==> config.mk <==
export PLATFORM = sky130hd
export DESIGN_NAME = ent_fifo_unit
export DESIGN_NICKNAME = d
export VERILOG_FILES = /design/src/rtl/ent_pkg.sv /design/src/rtl/ent_ctrl_reg.sv /design/src/rtl/ent_producer.sv /design/src/rtl/ent_fifo.sv /design/src/rtl/ent_fifo_unit.sv
export SDC_FILE = /design/constraint.sdc
export NUM_CORES = 2
export LEC_CHECK = 0
export CAP_MARGIN = 20
export CORE_ASPECT_RATIO = 0.9
export CORE_MARGIN = 8
export CORE_UTILIZATION = 25
export CTS_BUF_LIST = sky130_fd_sc_hd__clkbuf_2
export DETAILED_ROUTE_END_ITERATION = 8
export GPL_ROUTABILITY_DRIVEN = 0
export GPL_TIMING_DRIVEN = 1
export PLACE_DENSITY = 0.43
export SLEW_MARGIN = 40
export SYNTH_ARGS = -nofsm -noshare
export SYNTH_HDL_FRONTEND = slang
export SYNTH_HIERARCHICAL = 1
export SYNTH_SLANG_ARGS = --single-unit
==> constraint.sdc <==
create_clock -name clk -period 7.3 [get_ports clk]
set_clock_uncertainty 0.1 [all_clocks]
set_input_delay 2.19 -clock clk [delete_from_list [all_inputs] [get_ports clk]]
set_output_delay 2.19 -clock clk [all_outputs]
set_load 0.02 [all_outputs]
==> src/rtl/ent_pkg.sv <==
package ent_pkg;

    localparam int OSC_COUNT   = 128;
    localparam int GROUP_SIZE  = 8;
    localparam int GROUP_SEL_W = $clog2(OSC_COUNT / GROUP_SIZE);
    localparam int CTRL_W      = GROUP_SEL_W + 5;

    // Control register, LSB first: run, src_on, raw_out, rst_cond, rst_mem, grp
    typedef struct packed {
        logic [GROUP_SEL_W-1:0] grp;
        logic                   rst_mem;
        logic                   rst_cond;
        logic                   raw_out;
        logic                   src_on;
        logic                   run;
    } ctrl_t;

    typedef enum logic [1:0] {
        MODE_OFF  = 2'd0,
        MODE_DET  = 2'd1,
        MODE_COND = 2'd2,
        MODE_RAW  = 2'd3
    } mode_e;

    function automatic mode_e mode_of(input ctrl_t c);
        if (!c.run)        return MODE_OFF;
        else if (!c.src_on) return MODE_DET;
        else if (c.raw_out) return MODE_RAW;
        else                return MODE_COND;
    endfunction

    function automatic logic is_flush(input ctrl_t c);
        return c.rst_mem | c.rst_cond;
    endfunction

endpackage

==> src/rtl/ent_ctrl_reg.sv <==
module ent_ctrl_reg
    import ent_pkg::*;
(
    input  logic  clk,
    input  logic  rst,
    input  logic  wr_en,
    input  ctrl_t wr_data,
    output ctrl_t ctrl_q,
    output logic  flush,
    output logic  restart
);

    ctrl_t nxt;

    always_comb begin
        nxt          = wr_data;
        nxt.rst_mem  = 1'b0;
        nxt.rst_cond = 1'b0;
        if (is_flush(wr_data))
            nxt = '0;
    end

    assign flush   = wr_en & is_flush(wr_data);
    assign restart = wr_en;

    always_ff @(posedge clk) begin
        if (rst)
            ctrl_q <= '0;
        else if (wr_en)
            ctrl_q <= nxt;
    end

    // a reset-bit write leaves the unit disabled
    a_r2_flush_disables: assert property (@(posedge clk) disable iff (rst)
        (wr_en && is_flush(wr_data)) |=> (ctrl_q == '0));

    // reset bits never stick in the register
    a_r2_rst_bits_clear: assert property (@(posedge clk) disable iff (rst)
        (!ctrl_q.rst_mem && !ctrl_q.rst_cond));

endmodule

==> src/rtl/ent_producer.sv <==
module ent_producer
    import ent_pkg::*;
#(
    parameter int WORD_W   = 64,
    parameter int COND_LAT = 81
) (
    input  logic                   clk,
    input  logic                   rst,
    input  mode_e                  mode,
    input  logic [GROUP_SEL_W-1:0] grp,
    input  logic [OSC_COUNT-1:0]   osc_in,
    input  logic                   restart,
    input  logic                   full,
    input  logic [WORD_W-1:0]      cond_word,
    output logic                   push,
    output logic [WORD_W-1:0]      push_word,
    output logic                   cond_req,
    output logic                   cond_take,
    output logic                   cond_fixed
);

    localparam int SAMPLES = WORD_W / GROUP_SIZE;
    localparam int MAXC    = (COND_LAT > SAMPLES) ? COND_LAT : SAMPLES;
    localparam int CNT_W   = $clog2(MAXC);
    localparam int SEL_W   = $clog2(SAMPLES);
    localparam logic [CNT_W-1:0] RAW_LAST  = CNT_W'(SAMPLES - 1);
    localparam logic [CNT_W-1:0] COND_LAST = CNT_W'(COND_LAT - 1);

    logic [CNT_W-1:0]      cnt;
    logic [WORD_W-1:0]     shreg;
    logic [WORD_W-1:0]     packed_w;
    logic [GROUP_SIZE-1:0] osc_sel;
    logic [CNT_W-1:0]      last;
    logic                  is_raw;
    logic                  active;
    logic                  at_end;

    assign is_raw  = (mode == MODE_RAW);
    assign osc_sel = osc_in[grp*GROUP_SIZE +: GROUP_SIZE];
    assign last    = is_raw ? RAW_LAST : COND_LAST;
    assign active  = (mode != MODE_OFF) && !full && !restart;
    assign at_end  = active && (cnt == last);

    always_comb begin
        packed_w = shreg;
        packed_w[cnt[SEL_W-1:0]*GROUP_SIZE +: GROUP_SIZE] = osc_sel;
    end

    assign cond_req   = (mode == MODE_DET) || (mode == MODE_COND);
    assign cond_fixed = (mode == MODE_DET);
    assign cond_take  = at_end && cond_req;
    assign push       = at_end;
    assign push_word  = is_raw ? packed_w : cond_word;

    always_ff @(posedge clk) begin
        if (rst || restart) begin
            cnt   <= '0;
            shreg <= '0;
        end else if (active) begin
            if (is_raw)
                shreg <= packed_w;
            cnt <= at_end ? '0 : cnt + 1'b1;
        end
    end

    // a control write drops any partial word
    a_r10_restart_discards: assert property (@(posedge clk) disable iff (rst)
        restart |=> (cnt == '0));

    // nothing is produced into a full FIFO
    a_r7_no_push_when_full: assert property (@(posedge clk) disable iff (rst)
        full |-> !push);

    // a disabled unit neither requests nor pushes
    a_r6_off_idle: assert property (@(posedge clk) disable iff (rst)
        (mode == MODE_OFF) |-> (!push && !cond_req));

endmodule

==> src/rtl/ent_fifo.sv <==
module ent_fifo #(
    parameter int DEPTH  = 64,
    parameter int WORD_W = 64,
    localparam int AW    = $clog2(DEPTH),
    localparam int CW    = $clog2(DEPTH + 1)
) (
    input  logic              clk,
    input  logic              rst,
    input  logic              flush,
    input  logic              push,
    input  logic [WORD_W-1:0] push_word,
    input  logic              pop,
    output logic              full,
    output logic [CW-1:0]     count,
    output logic [WORD_W-1:0] rd_data,
    output logic              rd_valid_q,
    output logic              underflow
);

    logic [WORD_W-1:0] mem [DEPTH];
    logic [AW-1:0]     wptr, rptr;
    logic              empty, real_pop, do_push;

    assign empty    = (count == '0);
    assign full     = (count == CW'(DEPTH));
    assign real_pop = pop && !empty;
    assign do_push  = push && !flush;

    always_ff @(posedge clk) begin
        if (do_push)
            mem[wptr] <= push_word;
    end

    always_ff @(posedge clk) begin
        if (rst) begin
            wptr       <= '0;
            rptr       <= '0;
            count      <= '0;
            rd_data    <= '0;
            rd_valid_q <= 1'b0;
            underflow  <= 1'b0;
        end else begin
            rd_valid_q <= pop;
            if (pop)
                rd_data <= real_pop ? mem[rptr] : '0;
            if (flush) begin
                wptr      <= '0;
                rptr      <= '0;
                count     <= '0;
                underflow <= 1'b0;
            end else begin
                if (do_push)
                    wptr <= (wptr == AW'(DEPTH - 1)) ? '0 : wptr + 1'b1;
                if (real_pop)
                    rptr <= (rptr == AW'(DEPTH - 1)) ? '0 : rptr + 1'b1;
                count <= count + CW'(do_push) - CW'(real_pop);
                if (pop && empty)
                    underflow <= 1'b1;
            end
        end
    end

    a_r7_bounded: assert property (@(posedge clk) disable iff (rst)
        count <= CW'(DEPTH));

    a_r9_empty_read_zero: assert property (@(posedge clk) disable iff (rst)
        (pop && empty && !flush) |=> (rd_data == '0 && underflow));

    a_r9_sticky: assert property (@(posedge clk) disable iff (rst)
        (underflow && !flush) |=> underflow);

    a_r8_data_next_cycle: assert property (@(posedge clk) disable iff (rst)
        pop |=> rd_valid_q);

    a_r2_flush_empties: assert property (@(posedge clk) disable iff (rst)
        flush |=> (count == '0));

endmodule

==> src/rtl/ent_fifo_unit.sv <==
module ent_fifo_unit
    import ent_pkg::*;
#(
    parameter int DEPTH    = 64,
    parameter int WORD_W   = 64,
    parameter int COND_LAT = 81,
    parameter int BIST_W   = 8,
    localparam int CW      = $clog2(DEPTH + 1)
) (
    input  logic                 clk,
    input  logic                 rst,
    input  logic                 cfg_we,
    input  logic [CTRL_W-1:0]    cfg_wdata,
    output logic [CTRL_W-1:0]    cfg_rdata,
    input  logic [OSC_COUNT-1:0] osc_in,
    input  logic                 rd_valid,
    output logic                 rd_ready,
    output logic [WORD_W-1:0]    rd_data,
    output logic                 rd_data_valid,
    output logic [CW-1:0]        fill_level,
    output logic                 underflow,
    output logic                 cond_req,
    output logic                 cond_fixed,
    output logic                 cond_take,
    input  logic [WORD_W-1:0]    cond_word,
    input  logic [BIST_W-1:0]    bist_raw,
    output logic [BIST_W-1:0]    bist_stat
);

    ctrl_t             ctrl_q;
    logic              flush, restart, full, push, pop;
    logic [WORD_W-1:0] push_word;
    mode_e             mode;

    assign rd_ready  = 1'b1;
    assign pop       = rd_valid & rd_ready;
    assign mode      = mode_of(ctrl_q);
    assign cfg_rdata = ctrl_q;

    ent_ctrl_reg u_ctrl (
        .clk     (clk),
        .rst     (rst),
        .wr_en   (cfg_we),
        .wr_data (ctrl_t'(cfg_wdata)),
        .ctrl_q  (ctrl_q),
        .flush   (flush),
        .restart (restart)
    );

    ent_producer #(.WORD_W(WORD_W), .COND_LAT(COND_LAT)) u_prod (
        .clk        (clk),
        .rst        (rst),
        .mode       (mode),
        .grp        (ctrl_q.grp),
        .osc_in     (osc_in),
        .restart    (restart),
        .full       (full),
        .cond_word  (cond_word),
        .push       (push),
        .push_word  (push_word),
        .cond_req   (cond_req),
        .cond_take  (cond_take),
        .cond_fixed (cond_fixed)
    );

    ent_fifo #(.DEPTH(DEPTH), .WORD_W(WORD_W)) u_fifo (
        .clk        (clk),
        .rst        (rst),
        .flush      (flush),
        .push       (push),
        .push_word  (push_word),
        .pop        (pop),
        .full       (full),
        .count      (fill_level),
        .rd_data    (rd_data),
        .rd_valid_q (rd_data_valid),
        .underflow  (underflow)
    );

    always_ff @(posedge clk) begin
        if (rst)
            bist_stat <= '0;
        else
            bist_stat <= bist_raw;
    end

    // status follows the raw result one cycle later
    a_r11_bist_follow: assert property (@(posedge clk) disable iff (rst)
        1'b1 |=> (bist_stat == $past(bist_raw)));

    // fixed-input requests only happen as conditioner requests
    a_r6_fixed_is_request: assert property (@(posedge clk) disable iff (rst)
        cond_fixed |-> cond_req);

endmodule

== Yosys cells after proc, flatten, opt, wreduce, memory -nomap -nowiden ==
Memory sizes are Yosys's and may differ from the RTL's. A register that Yosys moved wholly into a read port is not among the register bits.
Cells that the tools add are included.

* Register bits: 173
* Latch bits: 0
* Memory bits (writable): 4096
* Bits in read-only memories: 0
* Input port bits: 213
* Output and inout port bits: 94
* Word-level logic and storage cells: 66
* Memories kept: 1

* Add/subtract/negate cells: 6
* $mul: 0
* Divide/modulo/power cells: 0
* $lt $le $gt $ge: 0
* Eq/ne operators: 7
* Shift operators: 3
* Muxes and demuxes: 15
* Bitwise operators: 2
* Reduce and logical (&&, ||, !) cells: 17

{| class="wikitable"
|+ Memories
! name !! depth !! width !! rd ports !! clocked after memory_dff !! wr ports !! line !! source
|-
| u_fifo.mem || 64 || 64 || 1 || 1 || 1 || ent_fifo.sv:20 || <nowiki>logic [WORD_W-1:0] mem [DEPTH];</nowiki>
|}

{| class="wikitable"
|+ Operators with widths
! cell !! number
|-
| $mux 64 || 2
|-
| $shiftx 128x8->8 || 1
|-
| $bwmux 64 || 1
|-
| $shift 8x34->64 const A || 1
|-
| $shiftx 8x34->64 || 1
|-
| $neg 6->34 || 1
|-
| $mux 6 || 4
|-
| $mux 7 || 2
|-
| $add 6x1->6 const B || 2
|-
| $eq 6x6->1 const B || 2
|-
| $mux 9 || 1
|-
| $add 7x1->7 || 1
|-
| $add 7x1->7 const B || 1
|-
| $eq 7x7->1 || 1
|-
| $eq 7x7->1 const B || 1
|-
| $logic_and 1x1->1 || 7
|-
| $logic_not 7->1 || 1
|-
| $sub 7x1->7 || 1
|-
| $eq 2x2->1 const B || 2
|-
| $logic_not 1->1 || 4
|-
| $mux 2 || 2
|-
| $mux 1 || 3
|-
| $eq 2x1->1 const B || 1
|-
| $logic_or 1x1->1 || 2
|-
| other kinds (5) || 5
|}

== Logic depth before layout (Yosys ltp) ==
* Word-level depth: 10
* Gate-level depth with buffers: 21
* Gate-level depth less buffers: 19

== Hierarchy ==
Netlist, hierarchy kept.

{| class="wikitable"
|+ Modules (own cells, without submodules)
! module !! instances !! cells each !! area each (um2) !! sequential area each (um2)
|-
| ent_fifo || 1 || 8012 || 161999.1 || 124819.7
|-
| ent_producer || 1 || 488 || 4951.0 || 1421.4
|-
| ent_ctrl_reg || 1 || 34 || 342.8 || 140.1
|-
| ent_fifo_unit || 1 || 21 || 239.0 || 160.2
|}

== Worst setup path before layout ==
OpenSTA, ideal clock, no wires.

* Kind: input-to-reg
* From: input cfg_we
* To: memory u_fifo.mem[24][0], enable pin
* Setup time: 0.487 ns
* Data arrival time: 6.933 ns
* Data required time: 6.713 ns
* Path slack: -0.220 ns
* Cell stages on the path: 9
* Path buffers: 3
* Path through: buf_4 -> or3_1 -> buf_2 -> a2111oi_2 -> nor2b_1 -> clkbuf_1 -> inv_1 -> or2_1 -> nor2_1

* Word-level cells in the longest chain between the ends: 6
* Elaborated cells between the ends (all ways): 8
* Classes of those cells: mux: 2; bitwise: 1; reduce/logical: 5

{| class="wikitable"
|+ Ends and longest elaborated chain
! element !! line !! source
|-
| start: declaration || ent_fifo_unit.sv:12 || <nowiki>input logic cfg_we,</nowiki>
|-
| $logic_not 1->1 || ent_producer.sv:41 || <nowiki>assign active = (mode != MODE_OFF) && !full && !restart;</nowiki>
|-
| $logic_and 1x1->1 || ent_producer.sv:41 ||
|-
| $logic_and 1x1->1 || ent_producer.sv:42 || <nowiki>assign at_end = active && (cnt == last);</nowiki>
|-
| named net push || ent_fifo_unit.sv:31 || <nowiki>logic flush, restart, full, push, pop;</nowiki>
|-
| $logic_and 1x1->1 || ent_fifo.sv:27 || <nowiki>assign do_push = push && !flush;</nowiki>
|-
| $mux 1 || ent_fifo.sv:30 || <nowiki>if (do_push)</nowiki>
|-
| $mux 1 (implied by the code) || ent_fifo.sv:31 || <nowiki>mem[wptr] <= push_word;</nowiki>
|-
| end: declaration || ent_fifo.sv:20 ||
|}

The timed path passes the listed nets, and every way through them passes these cells.

== Worst setup path after layout ==
* From: register u_ctrl/ctrl_q[2] (netlist name)
* To: output cond_take

* Word-level cells in the longest chain between the ends: 8
* Elaborated cells between the ends (all ways): 14
* Classes of those cells: eq/ne: 4; mux: 4; reduce/logical: 6

{| class="wikitable"
|+ Ends and longest elaborated chain
! element !! line !! source
|-
| $mux 1 * || ent_pkg.sv:28 || <nowiki>else if (c.raw_out) return MODE_RAW;</nowiki>
|-
| $mux 2 * || ent_pkg.sv:27 || <nowiki>else if (!c.src_on) return MODE_DET;</nowiki>
|-
| $mux 2 * || ent_pkg.sv:26 || <nowiki>if (!c.run) return MODE_OFF;</nowiki>
|-
| named net mode[0] || ent_fifo_unit.sv:33 || <nowiki>mode_e mode;</nowiki>
|-
| $eq 2x2->1 / $reduce_bool 2->1 (equally long branches) || ent_producer.sv:38, ent_producer.sv:41 ||
|-
| $mux 7 / $logic_and 1x1->1 (equally long branches) || ent_producer.sv:40, ent_producer.sv:41 ||
|-
| $eq 7x7->1 / $logic_and 1x1->1 (equally long branches) || ent_producer.sv:42, ent_producer.sv:41 ||
|-
| $logic_and 1x1->1 * || ent_producer.sv:42 ||
|-
| named net push || ent_fifo_unit.sv:31 ||
|-
| $logic_and 1x1->1 * || ent_producer.sv:51 || <nowiki>assign cond_take = at_end && cond_req;</nowiki>
|-
| end: declaration || ent_fifo_unit.sv:24 || <nowiki>output logic cond_take,</nowiki>
|}

Mark *: on every way through the listed nets, which the timed path passes. The rest lies on a longest branch.

==> results.ini <==
[setup_path]
crit_type = reg -> out
critPathMaxFanout = 6
crit_slowest_cell = or3_1
critPathArrivalTime_ns = 4.52
slowest_delay_ns = 0.44
crit_path_end_kind = output pin
startpoint_type = flop
path_cells = inv_1 > a21boi_2 > inv_1 > ha_1 > or3_1 > a2111oi_4 > buf_4 > and2_1 > buf_4
reg2reg_depth = 19
crit_required_ns = 5.01

[global_route]
grt_pass1_wl_mm = 811
grt_util_all_layers = 0.169
grt.met2_usage = 0.269
grt_overflow = 0
grt.busiest_layer = met2
grt_max_degree = 93
antenna_found_initial = 69
grt_util_met1 = 0.226
grt_util_met3 = 0.0362
grt_pass1_vias = 97318

[sta]
worst_slew_pin_slew_ns = 1.13
setup_tns_ns = 0
layout_min_cycle_time_ns = 6.81
slew_violations = 0
finalSetupViolCount = 0
whs_ns = 0.390
slew_headroom = 0.246
fmax_mhz = 147
hold_violations = 0
rsz0062_at_grt = no
fin_crit_sh = 0.932

[power]
seq_power_share = 0.546
powerDensity_nw_per_um2 = 256
p_leak_nw = 59.5
sw_frac_of_total = 0.278
switching_power_w = 0.0138
clockPowerShare = 0.330
irDropWorstVdd_mv = 0.150
internal_power_w = 0.0359
combPwrFrac = 0.123
power_w = 0.0497

[logic_synthesis]
yosysWarnings = 6
yosysTopAreaCellShare = 0.734
yosys-top-cells-area = edfxtp_1 73%, mux4_2 8.1%, mux2i_1 5.7%
netlist_area_um2 = 168000
ys_seq_area_frac = 0.755
ys_ff_latch = 4273
avgSynthCellArea_um2 = 19.6
synth-async-reset-ratio = 0
ys.flop_type = edfxtp_1
synth_top_area_cell = edfxtp_1
synthCells = 8555
ys_types = 67
synth_edf_count = 4096

[run_status]
violations = DRC
status = finished with violations

[place]
dp.cells = 17610
numPortBuffers = 303
hpwl_mm = 347

[floorplanning]
dieArea_um2 = 697000
coreArea_um2 = 669000
die_width_um = 879
die_y_um = 793
start_util = 0.251
boundaryPins = 307
rows = 285

[clock_tree]
clockBufferDepth = 5
htree_num_levels = 7
clockRootBuffer = clkbuf_2
cts_tree = yes
clk_pin_slew_ns = 0.09
clkSinkCount = 4273
cts_buffers = 1183
clk_latency_ns = 2.35

[final_layout]
regArea_um2 = 127000
finalNetCount = 10137
post-route-util = 0.291
finalNonFillerCells = 19620
final_cell_mix = 4096 x edfxtp_1, 1683 x clkbuf_2, 952 x mux2i_1, 599 x mux4_2, 303 x a21oi_1
nFillCells = 66349
multiInputGateArea_um2 = 39000
syn_to_final_growth_pct = 16.1
mostFrequentLayoutCell = edfxtp_1
drive_gt1_frac = 0.299

[min_path]
hp-class = reg -> reg
hold_path_depth = 1

[detailed_routing]
wirelength_mm = 601
ant_nets = 0
drc = 2
drt-initial-drc-count = 9380
viasPerCell = 4.79
via_count = 94056
wl_per_cell_um = 30.6
drt_first_pass_iters = 8

[run]
maxCapViolCount = 0

[metal layers]
metal,share of wire,vias up
met1,0.43,50531
met4,0.027,4
li1,-,38634
met3,0.070,838
met5,0.000037,-
met2,0.47,4049
[final timing paths]
path | startpoint | to | slack (ns)
worst max-delay path | u_ctrl/ctrl_q[2] | cond_take | 0.49
worst min-delay path | u_prod/shreg[54] | u_prod/shreg[54] | 0.39
worst max register to register | u_ctrl/ctrl_q[2] | u_fifo/count[6] | 2.24
worst min register to register | u_prod/shreg[54] | u_prod/shreg[54] | 0.39
[flip-flops by register name, summed over array words and instances (netlist names), named ones only]
register           flops
u_fifo/rd_valid_q      1
u_ctrl/ctrl_q          7
u_fifo/underflow       1
u_fifo/wptr            6
u_prod/shreg          64
u_fifo/rptr            6
u_fifo/rd_data        64
u_prod/cnt             7
bist_stat              8
u_fifo/count           7
u_fifo/mem          4096
[per-stage QoR]
| step | worst slack [ns] | area (µm²) |
|---|---|---|
| detailed placement | 0.433 | 184000 |
| global placement | 0.144 | 184000 |
| finish | 0.493 | 195000 |
| CTS | 0.00550 | 194000 |
| global route | 0.0724 | 194000 |
| floorplan | -0.220 | 168000 |
[power groups by stage]
stage                     Sequential [W]  Combinational [W]  Clock, W
after floorplan                   0.0277            0.00386         0
after global placement            0.0278            0.00612         0
after detailed placement          0.0278            0.00619         0
after CTS                         0.0272            0.00620    0.0171
after global routing              0.0272            0.00647    0.0182
final                             0.0272            0.00612    0.0164
[critical path, delay by kind of cell (launching register included)]
kind	cells	cell delay [ns]
compound gates	2	0.63
buf+inv	4	0.51
flops	1	0.36
fa+ha+maj	1	0.21
simple gates	2	0.63
[cell usage after synthesis, types with 7 or more instances]
cell	count
buf_2	143
a21boi_0	38
and2_1	12
a221oi_2	46
o221ai_1	32
nand2b_1	14
mux4_1	9
nand2_2	9
a211oi_1	80
nand4_1	71
a211oi_2	50
nand3_1	198
buf_1	27
mux4_2	599
nand2_1	245
edfxtp_1	4096
a22oi_1	259
a221o_1	48
o22ai_1	34
buf_6	42
clkbuf_1	180
xnor2_1	7
buf_4	127
xor2_1	10
nor2_1	156
a31oi_1	19
a22o_1	64
a21oi_1	305
dfxtp_1	177
nor2b_1	129
inv_1	22
ha_1	17
a22oi_2	13
mux2i_1	955
mux2_2	132
nand4bb_1	7
a221oi_1	48
o21ai_1	60
[what timing repair did]
| item | in CTS | in global routing |
|---|---|---|
| hold endpoints to repair | 7 | 0 |
| endpoints found under the setup margin | 1 | 0 |
| gates resized for setup | 3 | 0 |
| buffers inserted | 0 | 0 |
| hold buffers | 1 | 0 |
[cell type report]
class                      count  area share
timing repair buffer         693      0.0400
clock inverter               237     0.00679
tap                         8897      0.0572
sequential                  4273       0.651
antenna                       82     0.00105
inverter                      23    0.000508
clock buffer                1683      0.0433
multi-input combinational   3732       0.200
[kinds of logic after synthesis]
group,count (synthesis),share of synthesized area
adder cells (fa/ha/maj),18,0.00139
AND/OR/NAND/NOR,887,0.0262
flip-flops,4273,0.755
XOR/XNOR,17,0.000889
multiplexers,1695,0.148
buffers and inverters,551,0.0186
AO/OA/AOI/OAI,1112,0.0497
other,2,0.0000448
Power figures use the tool's default switching activity.
